===== src/rtl/tsb_pkg.sv =====
`timescale 1ns/1ps
package tsb_pkg;
  typedef enum logic [1:0] {CAP_IDLE, CAP_WAIT, CAP_COPY} cap_state_t;
  typedef enum logic [1:0] {EM_IDLE, EM_HOLD, EM_FETCH} emit_state_t;
  localparam int FLAG_SEL_BIT  = 0;
  localparam int FLAG_TRIG_BIT = 1;
endpackage


===== src/rtl/tsb_sdp_ram.sv =====
`timescale 1ns/1ps
module tsb_sdp_ram #(
  parameter int W = 16,
  parameter int D = 64,
  localparam int AW = $clog2(D)
) (
  input  logic          clk,
  input  logic          we,
  input  logic [AW-1:0] waddr,
  input  logic [W-1:0]  wdata,
  input  logic          re,
  input  logic [AW-1:0] raddr,
  output logic [W-1:0]  rdata
);
  logic [W-1:0] mem [D];

  always_ff @(posedge clk) begin
    if (we) mem[waddr] <= wdata;
    if (re) rdata <= mem[raddr];
  end
endmodule


===== src/rtl/tsb_capture.sv =====
`timescale 1ns/1ps
module tsb_capture
  import tsb_pkg::*;
#(
  parameter int TW   = 12,
  parameter int RAW  = 6,
  parameter int PRE  = 2,
  parameter int POST = 3,
  localparam int WIN = PRE + POST + 1,
  localparam int KW  = $clog2(WIN + 1)
) (
  input  logic           clk,
  input  logic           rst,
  input  logic           start,
  input  logic [TW-1:0]  start_ts,
  input  logic [TW-1:0]  now,
  output logic           busy,
  output logic           ring_re,
  output logic [RAW-1:0] ring_raddr,
  output logic           lin_we,
  output logic [KW-1:0]  lin_idx,
  output logic           lin_trig,
  output logic           done,
  output logic [TW-1:0]  ts_q
);
  cap_state_t    st;
  logic [KW-1:0] k;
  logic [TW-1:0] age;
  logic [TW-1:0] first_ts;
  logic [TW-1:0] rd_ts;

  assign age        = now - ts_q;
  assign first_ts   = ts_q - TW'(PRE);
  assign rd_ts      = first_ts + TW'(k);
  assign ring_re    = (st == CAP_COPY);
  assign ring_raddr = rd_ts[RAW-1:0];

  always_ff @(posedge clk) begin
    if (rst) begin
      st       <= CAP_IDLE;
      k        <= '0;
      ts_q     <= '0;
      lin_we   <= 1'b0;
      lin_idx  <= '0;
      lin_trig <= 1'b0;
    end else begin
      // ring read data lands one cycle later; the write side follows it
      lin_we   <= ring_re;
      lin_idx  <= k;
      lin_trig <= (k == KW'(PRE));
      case (st)
        CAP_IDLE: if (start) begin
          ts_q <= start_ts;
          st   <= CAP_WAIT;
        end
        CAP_WAIT: if (age > TW'(POST)) begin
          k  <= '0;
          st <= CAP_COPY;
        end
        CAP_COPY: begin
          k <= k + 1'b1;
          if (k == KW'(WIN - 1)) st <= CAP_IDLE;
        end
        default: st <= CAP_IDLE;
      endcase
    end
  end

  assign done = lin_we && (lin_idx == KW'(WIN - 1));
  assign busy = (st != CAP_IDLE) || lin_we;
endmodule


===== src/rtl/tsb_emit.sv =====
`timescale 1ns/1ps
module tsb_emit
  import tsb_pkg::*;
#(
  parameter int OW  = 24,
  parameter int WIN = 6,
  localparam int KW = $clog2(WIN + 1)
) (
  input  logic          clk,
  input  logic          rst,
  input  logic          pend,
  input  logic          pend_acc,
  input  logic [OW-1:0] hdr,
  input  logic [OW-1:0] rd_q,
  input  logic          out_ready,
  output logic          out_valid,
  output logic [OW-1:0] out_data,
  output logic          out_last,
  output logic          rd_re,
  output logic [KW-1:0] rd_idx,
  output logic          release_o
);
  emit_state_t   st;
  logic [KW-1:0] idx;
  logic          fire;

  assign fire      = out_valid && out_ready;
  assign rd_re     = fire && !out_last && (st == EM_HOLD);
  assign rd_idx    = idx;
  assign release_o = ((st == EM_IDLE) && pend && !pend_acc) || (fire && out_last);

  always_ff @(posedge clk) begin
    if (rst) begin
      st        <= EM_IDLE;
      idx       <= '0;
      out_valid <= 1'b0;
      out_last  <= 1'b0;
      out_data  <= '0;
    end else begin
      case (st)
        EM_IDLE: if (pend && pend_acc) begin
          out_valid <= 1'b1;
          out_data  <= hdr;
          out_last  <= 1'b0;
          idx       <= '0;
          st        <= EM_HOLD;
        end
        EM_HOLD: if (fire) begin
          out_valid <= 1'b0;
          out_last  <= 1'b0;
          st        <= out_last ? EM_IDLE : EM_FETCH;
        end
        EM_FETCH: begin
          out_valid <= 1'b1;
          out_data  <= rd_q;
          out_last  <= (idx == KW'(WIN - 1));
          idx       <= idx + 1'b1;
          st        <= EM_HOLD;
        end
        default: st <= EM_IDLE;
      endcase
    end
  end
endmodule


===== src/rtl/trig_sample_buf.sv =====
`timescale 1ns/1ps
module trig_sample_buf
  import tsb_pkg::*;
#(
  parameter int DW         = 16,
  parameter int FW         = 8,
  parameter int TW         = 12,
  parameter int EW         = 4,
  parameter int RING_DEPTH = 64,
  parameter int PRE        = 2,
  parameter int POST       = 3,
  parameter int NSLOT      = 4,
  parameter int OVW        = 8,
  parameter logic [FW-1:0] HDR_TAG = 'hE0,
  localparam int OW     = DW + FW,
  localparam int RAW    = $clog2(RING_DEPTH),
  localparam int WIN    = PRE + POST + 1,
  localparam int KW     = $clog2(WIN + 1),
  localparam int SW     = $clog2(NSLOT),
  localparam int PW     = SW + 1,
  localparam int LDEPTH = NSLOT * WIN,
  localparam int LAW    = $clog2(LDEPTH)
) (
  input  logic           clk,
  input  logic           rst,
  input  logic           smp_valid,
  input  logic [DW-1:0]  smp_data,
  input  logic           l0_valid,
  input  logic [TW-1:0]  l0_time,
  input  logic           l1_valid,
  input  logic [EW-1:0]  l1_evnum,
  input  logic           l1_accept,
  output logic           out_valid,
  input  logic           out_ready,
  output logic [OW-1:0]  out_data,
  output logic           out_last,
  output logic [OVW-1:0] ovf_count
);
  // sample clock and ring
  logic [TW-1:0] wcnt;
  logic [DW-1:0] ring_q;
  logic          ring_re;
  logic [RAW-1:0] ring_raddr;

  // slot pointers: written (wp), decided (dp), released (rp)
  logic [PW-1:0] wp, dp, rp;
  logic [EW-1:0] evcnt;
  logic [EW-1:0] ev_num [NSLOT];
  logic [TW-1:0] ev_ts  [NSLOT];
  logic [NSLOT-1:0] acc;

  logic          busy, full, l0_take, l0_drop, l1_hit;
  logic          lin_we, lin_trig, done;
  logic [KW-1:0] lin_idx, rd_idx;
  logic [TW-1:0] ts_q;
  logic [FW-1:0] flg;
  logic [LAW-1:0] lin_waddr, lin_raddr;
  logic [OW-1:0] lin_q, hdr;
  logic          rd_re, release_pulse;
  logic [SW-1:0] wslot, dslot, rslot;

  assign wslot   = wp[SW-1:0];
  assign dslot   = dp[SW-1:0];
  assign rslot   = rp[SW-1:0];
  assign full    = (wp - rp) == PW'(NSLOT);
  assign l0_take = l0_valid && !busy && !full;
  assign l0_drop = l0_valid && (busy || full);
  assign l1_hit  = l1_valid && (wp != dp) && (l1_evnum == ev_num[dslot]);

  always_comb begin
    flg                = '0;
    flg[FLAG_SEL_BIT]  = 1'b1;
    flg[FLAG_TRIG_BIT] = lin_trig;
  end

  assign lin_waddr = LAW'(wslot) * LAW'(WIN) + LAW'(lin_idx);
  assign lin_raddr = LAW'(rslot) * LAW'(WIN) + LAW'(rd_idx);
  assign hdr       = {HDR_TAG, DW'({ev_num[rslot], ev_ts[rslot]})};

  tsb_sdp_ram #(.W(DW), .D(RING_DEPTH)) u_ring (
    .clk(clk), .we(smp_valid), .waddr(wcnt[RAW-1:0]), .wdata(smp_data),
    .re(ring_re), .raddr(ring_raddr), .rdata(ring_q)
  );

  tsb_capture #(.TW(TW), .RAW(RAW), .PRE(PRE), .POST(POST)) u_cap (
    .clk(clk), .rst(rst), .start(l0_take), .start_ts(l0_time), .now(wcnt),
    .busy(busy), .ring_re(ring_re), .ring_raddr(ring_raddr),
    .lin_we(lin_we), .lin_idx(lin_idx), .lin_trig(lin_trig),
    .done(done), .ts_q(ts_q)
  );

  tsb_sdp_ram #(.W(OW), .D(LDEPTH)) u_lin (
    .clk(clk), .we(lin_we), .waddr(lin_waddr), .wdata({flg, ring_q}),
    .re(rd_re), .raddr(lin_raddr), .rdata(lin_q)
  );

  tsb_emit #(.OW(OW), .WIN(WIN)) u_emit (
    .clk(clk), .rst(rst), .pend(rp != dp), .pend_acc(acc[rslot]),
    .hdr(hdr), .rd_q(lin_q), .out_ready(out_ready),
    .out_valid(out_valid), .out_data(out_data), .out_last(out_last),
    .rd_re(rd_re), .rd_idx(rd_idx), .release_o(release_pulse)
  );

  always_ff @(posedge clk) begin
    if (rst) begin
      wcnt      <= '0;
      wp        <= '0;
      dp        <= '0;
      rp        <= '0;
      evcnt     <= '0;
      acc       <= '0;
      ovf_count <= '0;
    end else begin
      if (smp_valid) wcnt <= wcnt + 1'b1;
      if (l0_drop) ovf_count <= ovf_count + 1'b1;
      if (done) begin
        ev_num[wslot] <= evcnt;
        ev_ts[wslot]  <= ts_q;
        evcnt         <= evcnt + 1'b1;
        wp            <= wp + 1'b1;
      end
      if (l1_hit) begin
        acc[dslot] <= l1_accept;
        dp         <= dp + 1'b1;
      end
      if (release_pulse) rp <= rp + 1'b1;
    end
  end
endmodule


===== config.mk =====
export PLATFORM = sky130hd
export DESIGN_NAME = trig_sample_buf
export DESIGN_NICKNAME = d
export VERILOG_FILES = /design/src/rtl/tsb_pkg.sv /design/src/rtl/tsb_sdp_ram.sv /design/src/rtl/tsb_capture.sv /design/src/rtl/tsb_emit.sv /design/src/rtl/trig_sample_buf.sv
export SDC_FILE = /design/constraint.sdc
export NUM_CORES = 2
export LEC_CHECK = 0
export ABC_AREA = 1
export BUFFER_PORTS_ARGS = -buffer_cell sky130_fd_sc_hd__buf_4
export CAP_MARGIN = 5
export CORE_ASPECT_RATIO = 1.4
export CORE_MARGIN = 8
export CORE_UTILIZATION = 46
export DETAILED_ROUTE_END_ITERATION = 8
export GPL_ROUTABILITY_DRIVEN = 0
export SLEW_MARGIN = 20
export SYNTH_ARGS = -nofsm -noshare
export SYNTH_HDL_FRONTEND = slang
export SYNTH_SLANG_ARGS = --single-unit

===== constraint.sdc =====
create_clock -name clk -period 3.9 [get_ports clk]
set_input_delay 0.195 -clock clk [delete_from_list [all_inputs] [get_ports clk]]
set_output_delay 0.195 -clock clk [all_outputs]
set_load 0.01 [all_outputs]

After elaboration in Yosys (flattened, before gate mapping)
Memory sizes are Yosys's and may differ from the RTL's. A register that Yosys moved wholly into a read port is not among the register bits.
Cells that the tools add are included.
{"block": "op_classes", "addsub": 14, "n_mul": 2, "n_lt_le_gt_ge": 4, "n_eq_ne": 17, "mux": 37, "reduce_logical": 33}
{"op": "24-bit case mux with 2 select lines", "n": 1}
{"op": "2-bit 2-to-1 mux", "n": 12}
{"op": "24-bit 2-to-1 mux", "n": 1}
{"op": "3-bit by 1-bit adder with 3-bit output, second input constant", "n": 5}
{"op": "1-bit logical AND", "n": 14}
{"op": "12-bit by 1-bit adder with 12-bit output, second input constant", "n": 1}
{"op": "3-bit == test, second input constant", "n": 4}
{"op": "12-bit by 2-bit greater-than comparator with 1-bit output, second input constant", "n": 1}
{"op": "1-bit 2-to-1 mux", "n": 12}
{"op": "2-bit case mux with 3 select lines", "n": 2}
{"op": "3-bit case mux with 2 select lines", "n": 2}
{"op": "12-bit subtractor", "n": 1}
{"op": "5-bit by 3-bit adder with 5-bit output", "n": 2}
{"op": "8-bit by 1-bit adder with 8-bit output, second input constant", "n": 1}
{"op": "2-bit by 2-bit multiplier with 4-bit output, second input constant", "n": 2}
{"op": "2-bit AND reduction", "n": 4}
{"op": "6-bit by 3-bit adder with 6-bit output", "n": 1}
{"op": "2-bit by 3-bit < comparator with 1-bit output, second input constant", "n": 2}
{"op": "3-bit 2-to-1 mux", "n": 2}
{"op": "2-bit by 1-bit != test with 1-bit output, second input constant", "n": 3}
{"op": "3-bit != test", "n": 2}
{"op": "1-bit case mux with 3 select lines", "n": 2}
{"op": "3-bit AND reduction", "n": 2}
{"op": "2-bit nonzero test", "n": 3}
{"op": "16 further kinds", "n": 25}
{"block": "totals", "reg_bits": 114, "ram_bits": 1496, "out_inout_bits": 34, "elab_cells": 130, "memories": 4}
{"memory": "u_ring.mem", "depth": 64, "word_bits": 16, "rd": 1, "rd_clocked_by_memory_dff": 1, "wr": 1, "line": "tsb_sdp_ram.sv:15", "source": "logic [W-1:0] mem [D];"}
{"memory": "u_lin.mem", "depth": 24, "word_bits": 17, "rd": 1, "rd_clocked_by_memory_dff": 1, "wr": 1, "line": "tsb_sdp_ram.sv:15"}
{"memory": "ev_ts", "depth": 4, "word_bits": 12, "rd": 1, "rd_clocked_by_memory_dff": 1, "wr": 1, "line": "trig_sample_buf.sv:49", "source": "logic [TW-1:0] ev_ts [NSLOT];"}
{"memory": "ev_num", "depth": 4, "word_bits": 4, "rd": 2, "rd_clocked_by_memory_dff": 2, "wr": 1, "line": "trig_sample_buf.sv:48", "source": "logic [EW-1:0] ev_num [NSLOT];"}

Logic depth before layout (Yosys ltp)
{"block": "logic_depth", "depth_word": 7, "mapped_depth": 17, "ltp_nobuf": 17}

By module
Synthesis repeated with hierarchy kept, for this count alone.
{"block": "unflattened", "cells_unflattened": 6719, "hier_area_um2": 75454.9}
{"mod": "tsb_sdp_ram (u_ring)", "n_inst": 1, "cells_each": 3517, "area_each_um2": 42259.3, "seq_area_each_um2": 31230.0}
{"mod": "tsb_sdp_ram (u_lin)", "n_inst": 1, "cells_each": 2203, "area_each_um2": 25041.5, "seq_area_each_um2": 18017.3}
{"mod": "trig_sample_buf", "n_inst": 1, "cells_each": 502, "area_each_um2": 4854.7, "seq_area_each_um2": 2742.6}
{"mod": "tsb_capture", "n_inst": 1, "cells_each": 274, "area_each_um2": 1796.7, "seq_area_each_um2": 440.4}
{"mod": "tsb_emit", "n_inst": 1, "cells_each": 223, "area_each_um2": 1502.7, "seq_area_each_um2": 620.6}

Worst setup path before layout
OpenSTA, ideal clock, no wires.
{"block": "synth_path", "path_type": "flip-flop to flip-flop", "startpoint": "reg wp[0]", "endpoint": "mem u_lin.mem[0][0] (netlist name) (enable)", "setup_time_ns": 0.390, "arrival_ns": 2.555, "setup_slack_ns": 0.954, "stages_incl_launch_ff": 12, "n_path_buf": 0, "synth_period_minus_slack_ns": 2.946, "path_cell_list": "dfxtp_1 inv_1 ha_1 ha_1 nand2_1 inv_1 o21ai_0 xor2_1 inv_1 nor2_1 nand2_1 nor2_1"}
{"block": "synth_via", "elab_chain_cells": 2}
{"element": "from (decl)", "line": "trig_sample_buf.sv:46", "source": "logic [PW-1:0] wp, dp, rp;"}
{"element": "from (signal assigned)", "line": "trig_sample_buf.sv:120", "source": "wp <= wp + 1'b1;"}
{"element": "2-bit by 2-bit multiplier with 4-bit output", "line": "trig_sample_buf.sv:76", "source": "assign lin_waddr = LAW'(wslot) * LAW'(WIN) + LAW'(lin_idx);"}
{"element": "5-bit by 3-bit adder with 5-bit output", "line": "trig_sample_buf.sv:76"}
{"element": "to (decl)", "line": "tsb_sdp_ram.sv:15"}
Every way passes these cells.

Final worst setup path
{"block": "layout_path", "startpoint": "reg u_cap.ts_q[1]", "endpoint": "reg u_ring.rdata[9], read port of u_ring.mem, data pin"}
{"block": "layout_via", "elab_chain_cells": 2}
{"element": "from (decl)", "line": "tsb_capture.sv:24", "source": "output logic [TW-1:0] ts_q"}
{"element": "from (signal assigned)", "line": "tsb_capture.sv:53", "source": "ts_q <= start_ts;"}
{"element": "6-bit by 2-bit subtractor with 6-bit output", "line": "tsb_capture.sv:33", "source": "assign first_ts = ts_q - TW'(PRE);"}
{"element": "6-bit by 3-bit adder with 6-bit output", "line": "tsb_capture.sv:34", "source": "assign rd_ts = first_ts + TW'(k);"}
{"element": "to (decl)", "line": "tsb_sdp_ram.sv:13", "source": "output logic [W-1:0] rdata"}
Every way passes these cells.
A chain may end at the register's enable or synchronous reset.

==> reports/metrics.yaml <==
slew_headroom_pct: 19.28
synth_cells: 4972
synth_ff_type: "edfxtp_1"
drv_slew: 0
crit_required_ns: 4.42
cts_tree: "built"
fp.coreArea_sq_mm: 0.1393
drive_gt1_share_pct: 10.05
drv_cap: 0
ir_drop_v: 0.0008970
grt_max_degree: 171
grt_setup_unrepaired: "no"
final_hold_viol_count: 6
status: "finished, violations left"
regArea_sq_mm: 0.04770
grt_pass1_vias: 41010
antenna_found_initial: 2
synth-seq-cells: 1618
synth_edf_count: 1529
fill_cells: 11550
max_freq_mhz: 265.4
p_leak_uw: 0.02396
place.detailed.hpwl_microns: 105600
crit_type: "reg -> reg"
cp_common_cell: "nand3_1"
power.density_mw_per_mm2: 771.4
post_synth_num_cell_types: 45
fp.dieH_microns: 459.4
ios: 73
crit_arrival_ns: 4.29
tightest_slew_ns: 1.211
cp_max_fo: 15
fin_crit_sh_pct: 96.62
cts_sinks: 1618
cts.path.max_buffers: 3
portBuffers: 69
multi_input_area_sq_mm: 0.01495
cts_made_buffers: 155
track_usage_pct: 22.95
syn2layout_area_growth_pct: 13.00
drt_iter0_markers: 4362
finalSetupViolCount: 0
syn_area_sq_mm: 0.06460
die_area_sq_mm: 0.1529
initial_core_util_pct: 46.39
whs_ns: -0.01310
place_area_sq_mm: 0.06777
async_reset_ff_share_pct: 0
endpoint_kind: "register"
antenna_left: 0
nets: 5183
crit_path_start_kind: "register"
wl_per_cell_microns: 25.59
drt-pass1-iter-count: 5
grt_first_pass_wirelength_microns: 266200
fin_skew_ns: 0.02846
via_per_inst: 5.978
critical-path-max-stage-delay_ns: 0.78
crit_path_cell_trace: "inv_1, ha_1, inv_1, ha_4, fa_4, inv_4, buf_4, o221ai_1, nand3_1, nand3_1, nand3_1, nand2_1"
final_util_pct: 52.42
ys.warnings.count: 0
cp_slowest_cell: "fa_4"
seq_area_frac_synth_pct: 73.83
finalInstanceArea_sq_mm: 0.07300
path_clk_slew_ns: 0.06
htreeDepth: 4
violations: "negative hold slack"
dieWidth_microns: 332.7
fin_tns_setup_ns: 0
syn_area_per_cell_sq_um: 12.99
drt-total-wl_microns: 179600
min_period_ns: 3.768
worst_hold_path_type: "in -> reg"
rows: 162
vias: 41950
route.detailed.drc: 0
overflow: 0
worstSkewPairLatency_ns: 0.81
cts-root-buf: "clkbuf_16"
critical path: cells and delay by family, from the launching register on:
family | cells | cell delay, ns
flip-flops | 1 | 0.37
buffers and inverters | 4 | 0.79
adder cells (fa/ha/maj) | 3 | 1.23
AND/OR/NAND/NOR | 4 | 0.91
AO/OA/AOI/OAI | 1 | 0.18
path summary, 6_finish.rpt:
kind | startpoint | end | slack (ns) | cells after the start
hold / removal | smp_data[15] | u_ring.mem[10][15] | -0.01 | 1
setup / recovery | u_cap.ts_q[1] | u_ring.rdata[9] | 0.13 | 12
setup reg to reg | u_cap.ts_q[1] | u_ring.rdata[9] | 0.13 | 12
hold reg to reg | u_emit.out_data[16] | u_emit.out_data[16] | 0.46 | 2
repair_timing:
action / 4_1_cts / 5_1_grt
hold buffers: 38 / 0
gates resized for setup: 0 / 1
endpoints found under the hold margin: 256 / 0
buffers inserted: 0 / 0
setup endpoints to repair: 0 / 2
power breakdown:
| group | internal (uW) | switching, uW |
|---|---|---|
| registers | 20300 | 1000 |
| clock network | 8090 | 6420 |
| logic | 5950 | 14600 |
layout by cell type, fill, tap and decap left out, types with 5 or more instances in the layout:
cell           instances
edfxtp_1            1529
nor2_1               926
o21ai_0              800
o221ai_1             239
buf_4                233
nand3_1              231
nand2_1              227
clkbuf_16            158
inv_1                124
o22ai_1              120
dfxtp_1               87
a21oi_1               60
o211ai_1              57
o21ai_1               50
ha_1                  40
dlygate4sd3_1         38
clkinv_1              37
clkbuf_1              33
buf_12                28
a31oi_1               21
clkinv_2              20
nor2_2                19
o32ai_1               16
nand4_1               13
nor3_1                12
xnor2_1               10
bufinv_16              9
inv_2                  8
inv_16                 6
inv_6                  5
xor2_1                 5
layout make-up:
type	instances	area share (%)
Antenna cell	1	0.003428
Sequential cell	1618	65.35
Inverter	139	0.7576
Clock buffer	193	5.624
Timing Repair Buffer	300	3.706
Multi-Input combinational cell	2883	20.49
Tap cell	1804	3.092
Clock inverter	80	0.9839
through the flow:
step / setup WS (ns) / cells / hold slack, ns / total power (uW)
detailed placement: 0.1304 / 6705 / 0.4606 / 42050
global placement: 0.1733 / 6705 / 0.4518 / 41920
CTS: 0.09239 / 7016 / 0.003067 / 56520
global route: 0.03622 / 7017 / 0.002326 / 58710
floorplan: 0.9542 / 4974 / 0.2939 / 33070
finish: 0.1319 / 7018 / -0.01310 / 56310
sequential cells by signal, indices dropped and copies added (netlist names), 4 cells and up, named ones only:
register         flops
u_ring.rdata        16
u_ring.mem        1024
evcnt                4
ovf_count            8
wcnt                12
ev_num              16
u_lin.mem          408
u_cap.ts_q          12
acc                  4
u_emit.out_data     19
u_lin.rdata         17
ev_ts               48
synth_stat cells, types with 3 or more instances:
| cell type | instances | share of area (%) |
|---|---|---|
| a21oi_1 | 60 | 0.46 |
| a31oi_1 | 21 | 0.20 |
| buf_1 | 6 | 0.035 |
| buf_2 | 74 | 0.57 |
| buf_4 | 17 | 0.20 |
| buf_6 | 20 | 0.35 |
| clkbuf_1 | 216 | 1.3 |
| dfxtp_1 | 89 | 2.8 |
| edfxtp_1 | 1529 | 71 |
| fa_1 | 4 | 0.12 |
| ha_1 | 43 | 0.83 |
| inv_1 | 127 | 0.74 |
| inv_2 | 10 | 0.058 |
| nand2_1 | 227 | 1.3 |
| nand3_1 | 231 | 1.8 |
| nand4_1 | 13 | 0.13 |
| nor2_1 | 943 | 5.5 |
| nor2_4 | 3 | 0.052 |
| nor3_1 | 13 | 0.10 |
| o211ai_1 | 57 | 0.66 |
| o21ai_0 | 800 | 6.2 |
| o21ai_1 | 50 | 0.39 |
| o221ai_1 | 239 | 3.2 |
| o22ai_1 | 120 | 1.2 |
| o32ai_1 | 16 | 0.22 |
| or2_2 | 3 | 0.029 |
| xnor2_1 | 11 | 0.15 |
| xor2_1 | 7 | 0.095 |
kinds of logic (layout without fill, tap and decap cells):
| logic type | count (synthesis) | in the layout | synth area share (%) |
|---|---|---|---|
| AOI/OAI and AO/OA | 1366 | 1366 | 12.57 |
| adders and majority gates | 47 | 47 | 0.9568 |
| xor gates and xnor gates | 20 | 20 | 0.2944 |
| buffers and inverters | 473 | 712 | 3.248 |
| DFF | 1618 | 1618 | 73.83 |
| and+or+nand+nor | 1446 | 1446 | 9.076 |
| muxes | 1 | 1 | 0.01550 |
| other | 1 | 4 | 0.005805 |
per-layer routing:
metal  wire length (microns)  vias to the layer above  GRT usage (%)
li1                        -                    18830              -
met1                   69070                    21050          28.25
met2                   90390                     1662          39.79
met3                   11070                      408          3.394
met4                    9064                        0          10.94
met5                       0                        -              0
(Power assumes the default switching activity.)
